## config.mk

```make
export PLATFORM = sky130hd
export DESIGN_NAME = diffuse_net
export DESIGN_NICKNAME = d
export VERILOG_FILES = /design/src/rtl/diffuse_pkg.sv /design/src/rtl/diffuse_round.sv /design/src/rtl/diffuse_chain.sv /design/src/rtl/diffuse_net.sv
export SDC_FILE = /design/constraint.sdc
export NUM_CORES = 1
export LEC_CHECK = 0
export BUFFER_PORTS_ARGS = -buffer_cell sky130_fd_sc_hd__clkbuf_2
export CAP_MARGIN = 10
export CORE_AREA = 4 4 68 70
export CTS_CLUSTER_SIZE = 40
export DETAILED_ROUTE_END_ITERATION = 7
export DIE_AREA = 0 0 72 74
export PLACE_DENSITY_LB_ADDON = 0.12
export SLEW_MARGIN = 20
export SYNTH_ARGS = -nofsm -noshare
export SYNTH_HDL_FRONTEND = slang
export SYNTH_SLANG_ARGS = --single-unit
```

## constraint.sdc

```tcl
create_clock -name clk -period 2.8 [get_ports clk]
set_input_delay 0.56 -clock clk [delete_from_list [all_inputs] [get_ports clk]]
set_output_delay 0.56 -clock clk [all_outputs]
set_load 0.005 [all_outputs]
```

## src/rtl/diffuse_pkg.sv

```systemverilog
package diffuse_pkg;

   // Greatest common divisor, used to prove a round permutation is bijective.
   function automatic int unsigned gcd_u(input int unsigned a, input int unsigned b);
      int unsigned x;
      int unsigned y;
      int unsigned t;
      x = a;
      y = b;
      while (y != 0) begin
         t = x % y;
         x = y;
         y = t;
      end
      return x;
   endfunction

   // Multiplier of round r: mul^(r+1) modulo the lane size.
   function automatic int unsigned round_mul(input int unsigned mul,
                                             input int unsigned r,
                                             input int unsigned lane);
      int unsigned m;
      m = 1;
      for (int unsigned i = 0; i <= r; i++) begin
         m = (m * mul) % lane;
      end
      return m;
   endfunction

   // Lane index that feeds target k in round r.
   function automatic int unsigned src_idx(input int unsigned mul,
                                           input int unsigned r,
                                           input int unsigned k,
                                           input int unsigned lane);
      return (round_mul(mul, r, lane) * k + r) % lane;
   endfunction

endpackage

```

## src/rtl/diffuse_round.sv

```systemverilog
module diffuse_round #(
   parameter int unsigned W     = 18,
   parameter int unsigned MUL   = 2,
   parameter int unsigned ROUND = 0
) (
   input  logic [W-1:0] d_i,
   output logic [W-1:0] d_o
);
   localparam int unsigned LANE    = W / 2;
   localparam bit          TGT_ODD = (ROUND % 2) == 1;

   // One XOR level: targets of one lane take a permuted bit of the other lane.
   for (genvar k = 0; k < LANE; k++) begin : g_pair
      localparam int unsigned SRC = diffuse_pkg::src_idx(MUL, ROUND, k, LANE);
      if (TGT_ODD) begin : g_odd
         assign d_o[2*k+1] = d_i[2*k+1] ^ d_i[2*SRC];
         assign d_o[2*k]   = d_i[2*k];
      end else begin : g_even
         assign d_o[2*k]   = d_i[2*k] ^ d_i[2*SRC+1];
         assign d_o[2*k+1] = d_i[2*k+1];
      end
   end

endmodule

```

## src/rtl/diffuse_chain.sv

```systemverilog
module diffuse_chain #(
   parameter int unsigned W       = 18,
   parameter int unsigned ROUNDS  = 7,
   parameter int unsigned MUL     = 2,
   parameter bit          REVERSE = 1'b0
) (
   input  logic [W-1:0] d_i,
   output logic [W-1:0] d_o
);
   logic [ROUNDS:0][W-1:0] stg;

   assign stg[0] = d_i;

   for (genvar g = 0; g < ROUNDS; g++) begin : g_rnd
      localparam int unsigned RI = REVERSE ? (ROUNDS - 1 - g) : g;
      diffuse_round #(
         .W    (W),
         .MUL  (MUL),
         .ROUND(RI)
      ) u_rnd (
         .d_i(stg[g]),
         .d_o(stg[g+1])
      );
   end

   assign d_o = stg[ROUNDS];

endmodule

```

## src/rtl/diffuse_net.sv

```systemverilog
module diffuse_net #(
   parameter int unsigned W       = 18,
   parameter int unsigned ROUNDS  = 7,
   parameter int unsigned MUL     = 2,
   parameter bit          REG_OUT = 1'b1
) (
   input  logic         clk,
   input  logic         rst,
   input  logic         dec_mode,
   input  logic [W-1:0] din,
   output logic [W-1:0] dout
);
   localparam int unsigned LANE = W / 2;

   // Elaboration-time parameter checks.
   if ((W % 2) != 0 || W < 4) begin : g_bad_width
      $error("diffuse_net: W must be even and at least 4");
   end
   if (ROUNDS < 1) begin : g_bad_rounds
      $error("diffuse_net: ROUNDS must be at least 1");
   end
   if (diffuse_pkg::gcd_u(MUL, LANE) != 1) begin : g_bad_mul
      $error("diffuse_net: MUL must be coprime to W/2");
   end

   logic [W-1:0] enc_y;
   logic [W-1:0] dec_y;
   logic [W-1:0] sel_y;

   diffuse_chain #(.W(W), .ROUNDS(ROUNDS), .MUL(MUL), .REVERSE(1'b0)) u_enc (
      .d_i(din),
      .d_o(enc_y)
   );

   diffuse_chain #(.W(W), .ROUNDS(ROUNDS), .MUL(MUL), .REVERSE(1'b1)) u_dec (
      .d_i(din),
      .d_o(dec_y)
   );

   assign sel_y = dec_mode ? dec_y : enc_y;

   if (REG_OUT) begin : g_reg
      logic [W-1:0] dout_q;
      always_ff @(posedge clk) begin
         if (rst) dout_q <= '0;
         else     dout_q <= sel_y;
      end
      assign dout = dout_q;

      // reset clears the output at the next edge
      assert_reset_zero_R7: assert property (@(posedge clk) rst |=> (dout == '0));
      // an unchanged input word after a clean cycle leaves the output unchanged
      assert_hold_R6: assert property (@(posedge clk) disable iff (rst)
         (!$past(rst) && $stable(din) && $stable(dec_mode)) |=> $stable(dout));
      // nonzero input never yields a zero output word
      assert_nonzero_R5: assert property (@(posedge clk) disable iff (rst)
         (din != '0) |=> (dout != '0));
   end else begin : g_comb
      assign dout = sel_y;
   end

   // Checker chains: run each result through the opposite direction.
   logic [W-1:0] chk_back_y;
   logic [W-1:0] chk_fwd_y;

   diffuse_chain #(.W(W), .ROUNDS(ROUNDS), .MUL(MUL), .REVERSE(1'b1)) u_chk_back (
      .d_i(enc_y),
      .d_o(chk_back_y)
   );

   diffuse_chain #(.W(W), .ROUNDS(ROUNDS), .MUL(MUL), .REVERSE(1'b0)) u_chk_fwd (
      .d_i(dec_y),
      .d_o(chk_fwd_y)
   );

   // decode undoes encode
   assert_inverse_R2: assert property (@(posedge clk) disable iff (rst)
      chk_back_y == din);
   // encode undoes decode
   assert_inverse_R4: assert property (@(posedge clk) disable iff (rst)
      chk_fwd_y == din);
   // zero is the only word the encoder sends to zero
   assert_zero_fixed_R5: assert property (@(posedge clk) disable iff (rst)
      (din == '0) == (enc_y == '0));

endmodule

```

# Yosys cells after proc, flatten, opt, wreduce, memory -nomap -nowiden

Index checks and enable logic that the tools add are counted.

Mux-type cells: 1
Bitwise logic cells: 126

Operators with widths:

| operator          | count |
|---|---|
| 1-bit XOR         | 126 |
| 18-bit 2-to-1 mux | 1 |

Register bits after elaboration: 18
Output and inout bits: 18

# Logic depth before layout (Yosys ltp)

Gate-level depths: netlist of the first run.

Depth after elaboration: 8
Gate-level depth with buffers: 6
Gate-level depth less buffers: 5

# Hierarchy

From an unflattened synthesis of the first run, not the netlist that was laid out.

Cell total of the unflattened synthesis: 310
Area, all modules: 2,698.8 µm²

By module, submodules not included:

| module        | instances | cells each | area an instance (µm²) | sequential area each (µm²) |
|---|---|---|---|---|
| diffuse_round | 14        | 18         | 146.4                  | 0.0 |
| diffuse_net   | 1         | 58         | 649.4                  | 360.3 |

# Least setup slack after synthesis of the first run

No wires, ideal clock.

Path kind: input port to flip-flop
Start point: in din[6]
End point: reg g_reg.dout_q[5], in the netlist dout[5]
Setup time: 0.121 ns
Arrival time: 2.189 ns
Required time: 2.679 ns
Path slack: 0.490 ns
Cell stages on the path: 6
Buffers on the path: 1
Cells stage by stage: buf_2 > xnor2_2 > xnor3_1 > or2_0 > mux2i_1 > mux2_2

Cells in the longest elaborated chain, start to end: 7

Ends and longest elaborated chain:

| element              | line                | RTL |
|---|---|---|
| start, declared      | diffuse_net.sv:10   | `input logic [W-1:0] din,` |
| 1-bit XOR            | diffuse_round.sv:19 | `assign d_o[2*k] = d_i[2*k] ^ d_i[2*SRC+1];` |
| 1-bit XOR            | diffuse_round.sv:16 | `assign d_o[2*k+1] = d_i[2*k+1] ^ d_i[2*SRC];` |
| 1-bit XOR            | diffuse_round.sv:19 |  |
| 1-bit XOR            | diffuse_round.sv:16 |  |
| 1-bit XOR            | diffuse_round.sv:19 |  |
| 1-bit XOR            | diffuse_round.sv:16 |  |
| 18-bit 2-to-1 mux    | diffuse_net.sv:40   | `assign sel_y = dec_mode ? dec_y : enc_y;` |
| end signal, assigned | diffuse_net.sv:46   | `else dout_q <= sel_y;` |
| end, declared        | diffuse_net.sv:43   | `logic [W-1:0] dout_q;` |

No other way between the ends.
A chain may end at the register's enable or synchronous reset.

# Worst setup path after layout of the first run

Start point: in din[11]
End point: reg g_reg.dout_q[6], in the netlist dout[6]

Cells in the longest elaborated chain, start to end: 8
Elaborated cells on any way between the ends: 20
Those cells by class: mux (1); bitwise (19)

Ends and longest elaborated chain:

| element               | line |
|---|---|
| 1-bit XOR             | diffuse_round.sv:19 |
| 1-bit XOR             | diffuse_round.sv:16 |
| 1-bit XOR             | diffuse_round.sv:19 |
| 1-bit XOR             | diffuse_round.sv:16 |
| 1-bit XOR             | diffuse_round.sv:19 |
| 1-bit XOR             | diffuse_round.sv:16 |
| 1-bit XOR             | diffuse_round.sv:19 |
| 18-bit 2-to-1 mux (*) | diffuse_net.sv:40 |

Every way passes the cells marked *; elsewhere a longest branch is shown, timed or not.

==> results of run 1 <==
## metrics by stage
step           instances  setup WS [ns]  hold slack [ns]  utilization  area (sq um)
6_report             270          0.453            0.698        0.600          2380
5_1_grt              270          0.342            0.700        0.600          2380
4_1_cts              270          0.451            0.687        0.600          2380
3_5_place_dp         267          0.193            0.931        0.590          2340
3_3_place_gp         267          0.192            0.934        0.590          2340
2_1_floorplan        195          0.490            0.762            -          2160
## cell families after synthesis
logic type	after synthesis	share of synthesized area
AO/OA/AOI/OAI	18	0.0566
AND/OR/NAND/NOR	26	0.0509
multiplexers	5	0.0237
buffers and inverters	22	0.0520
XOR/XNOR	106	0.650
flip-flops	18	0.166
## layout make-up
type,count,area share
Clock buffer,3,0.0173
Inverter,2,0.00315
Multi-Input combinational cell,155,0.710
Sequential cell,18,0.151
Tap cell,50,0.0262
Timing Repair Buffer,42,0.0924
## where the power goes
group	switching (W)	leakage [nW]	internal, W	total, W
Sequential	0.0000199	0.150	0.000328	0.000348
Clock	0.0000846	0.0216	0.0000957	0.000180
Combinational	0.000455	1.01	0.000570	0.00103
## synth_stat cells (2+ instances only)
| library cell | count |
|---|---|
| xnor2_1 | 52 |
| xor2_1 | 20 |
| dfxtp_1 | 18 |
| xnor3_1 | 14 |
| nand2_1 | 11 |
| xor3_1 | 11 |
| nor2_1 | 10 |
| a21oi_1 | 8 |
| buf_2 | 8 |
| clkbuf_1 | 6 |
| mux2i_1 | 4 |
| a211oi_1 | 3 |
| buf_4 | 3 |
| xnor2_2 | 3 |
| xnor3_4 | 3 |
| a211oi_2 | 2 |
| inv_1 | 2 |
| o21ai_0 | 2 |
| xnor3_2 | 2 |
## critical path: cells and delay by family
family                    cells  cell delay [ns]
xor gates and xnor gates      3             1.46
buffers and inverters         1             0.23
and+or+nand+nor               1             0.15
AOI/OAI and AO/OA             1             0.06
## worst max-delay path by stage
stage / endpoint / slack [ns] / depth (start not counted)
after CTS: dout[6] / 0.45 / 6
final: dout[6] / 0.45 / 6
after detailed placement: dout[6] / 0.19 / 6
after global routing: dout[2] / 0.34 / 6
after floorplan: dout[5] / 0.49 / 6
after global placement: dout[6] / 0.19 / 6
## layer usage
layer | routed length, microns | vias up | GRT usage
li1 | - | 683 | -
met1 | 2140 | 672 | 0.252
met2 | 2510 | 38 | 0.357
met3 | 194 | 4 | 0.0284
met4 | 42 | 0 | 0.0355
met5 | 0 | - | 0
==> impl_metrics.json, run 1 <==
{
  "cts_setup_buffers": 0,
  "yosys.area.top_type": "xnor2_1",
  "place_congestion": 0.884,
  "io_buffers": 38,
  "min_delay_path_depth": 4,
  "cts_resized": 0,
  "core_area_sq_um": 3970,
  "clock_path_buffers": 2,
  "synth_fp_nets": 216,
  "wl_mm": 4.88,
  "cts_tree": "built",
  "grt_pass1_wl_mm": 7.82,
  "power_density_nw_per_um2": 652,
  "wl_per_cell_microns": 18.1,
  "ys_async_sr_fraction": 0,
  "drive_above_1_share": 0.264,
  "critPathKind": "in -> reg",
  "pin_count": 39,
  "largest_reg_flops": 18,
  "synth.distinct_cells": 32,
  "clk_pin_slew_ns": 0.06,
  "cp_slowest_cell": "xnor3_2",
  "cts_htree_levels": 1,
  "fin_crit_ns": 2.35,
  "antenna_found_initial": 0,
  "fillCellCount": 360,
  "drv_slew": 0,
  "slew-limit-headroom": 0.641,
  "hold_buffers": 0,
  "clock.fmax_ghz": 0.426,
  "crit_path_start_kind": "input port",
  "synth_seq_area_share": 0.166,
  "power_w": 0.00155,
  "drc": 0,
  "slowest_delay_ns": 0.51,
  "row_count": 23,
  "syn_to_final_growth_pct": 10.1,
  "cap_violations": 0,
  "setup_viol": 0,
  "synthTopCellsByArea": "xnor2_1 21%, dfxtp_1 17%, xnor3_1 15%, xor3_1 12%, xor2_1 8.1%",
  "synth-seq-cells": 18,
  "syn_inst": 195,
  "cts_sinks": 18,
  "layout_commonest_cell": "xnor2_1",
  "ys_warn_count": 0,
  "num_vias": 1397,
  "layout_common_cells": "52 x xnor2_1, 38 x clkbuf_2, 20 x xor2_1",
  "hp-class": "in -> reg",
  "n_antenna_cell": 0,
  "multiInputGateArea_sq_um": 1690,
  "cp_common_cell": "xnor3_2",
  "status": "finished, final reports clean",
  "initial_core_util": 0.545,
  "final_antenna_net_count": 0,
  "worstPathCellList": "clkbuf_2 -> xnor3_2 -> xnor3_2 -> xnor3_1 -> nor2_1 -> a211oi_2",
  "grt_pass1_vias": 1468,
  "grt_setup_unrepaired": "no",
  "drt_iter0_markers": 66,
  "grt_remaining_overflow": 0,
  "track_usage": 0.196,
  "fin_crit_sh": 0.838,
  "vdd_drop_max_v": 0.000341,
  "die_w_microns": 72,
  "cp_data_arrival_time_ns": 2.47,
  "critical_path_required_ns": 2.92,
  "dpl.hpwl_mm": 3.90,
  "dieArea_sq_um": 5330,
  "root_buffer": "clkbuf_8",
  "synth_top_area_frac": 0.210,
  "min_to": "dout[13]",
  "crit_fanout": 7,
  "hold_violations": 0,
  "viasPerCell": 5.17,
  "drtPass1Iterations": 4,
  "regArea_sq_um": 360,
  "syn_avg_cell_area_sq_um": 11.1,
  "hold_path_startpoint": "din[0]",
  "fin_setup_tns_ns": 0,
  "synth-edff-count": 0,
  "grt_max_degree": 23,
  "critPathCaptureType": "flop",
  "numCtsBuffers": 3,
  "synth_flop_cell": "dfxtp_1",
  "leakage_nw": 1.18,
  "final_nets": 243,
  "startpoint": "din[11]",
  "worst_slew_pin_slew_ns": 0.535,
  "synthesis.area_sq_um": 2160,
  "die_y_microns": 74
}
Power figures use the tool's default switching activity.
==> run 2: changes to the inputs <==
- CORE_AREA: 4 4 68 70 -> 4 4 71 73
- DIE_AREA: 0 0 72 74 -> 0 0 75 77
- clock period: 2.8 -> 2 ns (I/O delays scaled with it)
==> run 2 against run 1 <==
Setup slack worse by 0.40 ns. Via count up 14%. Worst hold slack got worse by 0.17 ns. Critical path depth unchanged.
==> impl_metrics.json, run 2 (synthesized netlist as in run 1, its figures left out) <==
{
  "status": "finished, final reports clean",
  "worst_slew_pin_slew_ns": 0.398,
  "syn_to_final_growth_pct": 31.3,
  "cts_htree_levels": 1,
  "cts_resized": 0,
  "crit_fanout": 6,
  "leakage_nw": 1.46,
  "die_w_microns": 75,
  "critPathKind": "in -> reg",
  "clkPwrFrac": 0.104,
  "power_density_nw_per_um2": 848,
  "row_count": 24,
  "hold_violations": 0,
  "layout_commonest_cell": "buf_4",
  "numCtsBuffers": 3,
  "setup_viol": 0,
  "crit_path_start_kind": "input port",
  "cts_tree": "built",
  "cts_setup_buffers": 0,
  "fin_crit_ns": 1.95,
  "p_sw_w": 0.000847,
  "final_nets": 296,
  "fin_crit_sh": 0.976,
  "drtPass1Iterations": 4,
  "pin_count": 39,
  "cts_sinks": 18,
  "n_antenna_cell": 0,
  "io_buffers": 38,
  "grt_pass1_wl_mm": 8.42,
  "final_core_util": 0.653,
  "dpl.hpwl_mm": 4.58,
  "die_y_microns": 77,
  "drv_slew": 0,
  "hp-class": "in -> reg",
  "track_usage": 0.196,
  "final_cells": 325,
  "slowest_delay_ns": 0.45,
  "root_buffer": "clkbuf_8",
  "layout_common_cells": "56 x buf_4, 48 x xnor2_1, 38 x clkbuf_2",
  "wl_mm": 5.40,
  "combPwrFrac": 0.692,
  "cp_data_arrival_time_ns": 2.10,
  "clock.fmax_ghz": 0.512,
  "hold_path_startpoint": "dec_mode",
  "vdd_drop_max_v": 0.000530,
  "viasPerCell": 4.90,
  "worstPathCellList": "clkbuf_2 -> xnor2_2 -> xnor3_1 -> xor3_1 -> xor2_1 -> o211a_1",
  "design_area_sq_um": 2840,
  "num_vias": 1591,
  "slew-limit-headroom": 0.733,
  "cp_slowest_cell": "xnor3_1",
  "drc": 0,
  "drt_iter0_markers": 68,
  "grt_pass1_vias": 1638,
  "wl_per_cell_microns": 16.6,
  "dpl.cell_count": 322,
  "largest_reg_flops": 18,
  "min_to": "dout[0]",
  "fin_setup_tns_ns": 0,
  "critPathBufInv": 1,
  "drive_above_1_share": 0.429,
  "grt_setup_unrepaired": "no",
  "final_antenna_net_count": 0,
  "placed_area_sq_um": 2790,
  "critical_path_required_ns": 2.15,
  "antenna_found_initial": 0,
  "critPathCaptureType": "flop",
  "dieArea_sq_um": 5780,
  "min_delay_path_depth": 3,
  "cellInternalPower_w": 0.00156,
  "power_w": 0.00241,
  "clk_pin_slew_ns": 0.07,
  "switching_share": 0.351,
  "clock_path_buffers": 2,
  "p_seq_frac": 0.204,
  "initial_core_util": 0.497,
  "cap_violations": 0,
  "grt_max_degree": 20,
  "place_congestion": 0.911,
  "hold_buffers": 0,
  "grt_remaining_overflow": 0,
  "path_delay_family": "XOR/XNOR gates",
  "core_area_sq_um": 4350
}
-- run 2: cell type report --
| cell class | count | area [sq um] |
|---|---|---|
| inverter | 2 | 7.51 |
| multi-input combinational | 155 | 1740 |
| clock buffer | 3 | 41.3 |
| timing repair buffer | 95 | 631 |
| sequential | 18 | 360 |
| fill | 379 | 1510 |
| tap | 52 | 65.1 |
-- run 2: power by group through the flow --
| stage | registers (W) | logic, W | clock network, W |
|---|---|---|---|
| floorplan | 0.000506 | 0.00112 | 0 |
| global placement | 0.000495 | 0.00163 | 0 |
| detailed placement | 0.000500 | 0.00165 | 0 |
| CTS | 0.000491 | 0.00167 | 0.000257 |
| global route | 0.000499 | 0.00180 | 0.000273 |
| finish | 0.000492 | 0.00167 | 0.000251 |
-- run 2: stage by stage --
step	setup slack, ns	hold slack, ns
3_5_place_dp	-0.201	0.774
3_3_place_gp	-0.156	0.770
6_report	0.0482	0.524
2_1_floorplan	-0.0438	0.602
4_1_cts	0.0574	0.518
5_1_grt	0.000689	0.526
-- run 2: worst max path at each step --
stage | to | from | cells past startpoint | slack, ns
2_1_floorplan | dout[5] | din[14] | 6 | -0.04
3_3_place_gp | dout[6] | din[15] | 6 | -0.16
3_5_place_dp | dout[2] | din[13] | 6 | -0.20
4_1_cts | dout[2] | din[13] | 6 | 0.06
5_1_grt | dout[2] | din[13] | 6 | 0.0007
6_report | dout[12] | din[8] | 6 | 0.05
-- run 2: metal layers --
metal / part of all wire / up-vias / global-route usage
li1: - / 792 / -
met1: 0.44 / 750 / 0.265
met2: 0.51 / 41 / 0.328
met3: 0.040 / 8 / 0.0275
met4: 0.015 / 0 / 0.0391
met5: 0 / - / 0
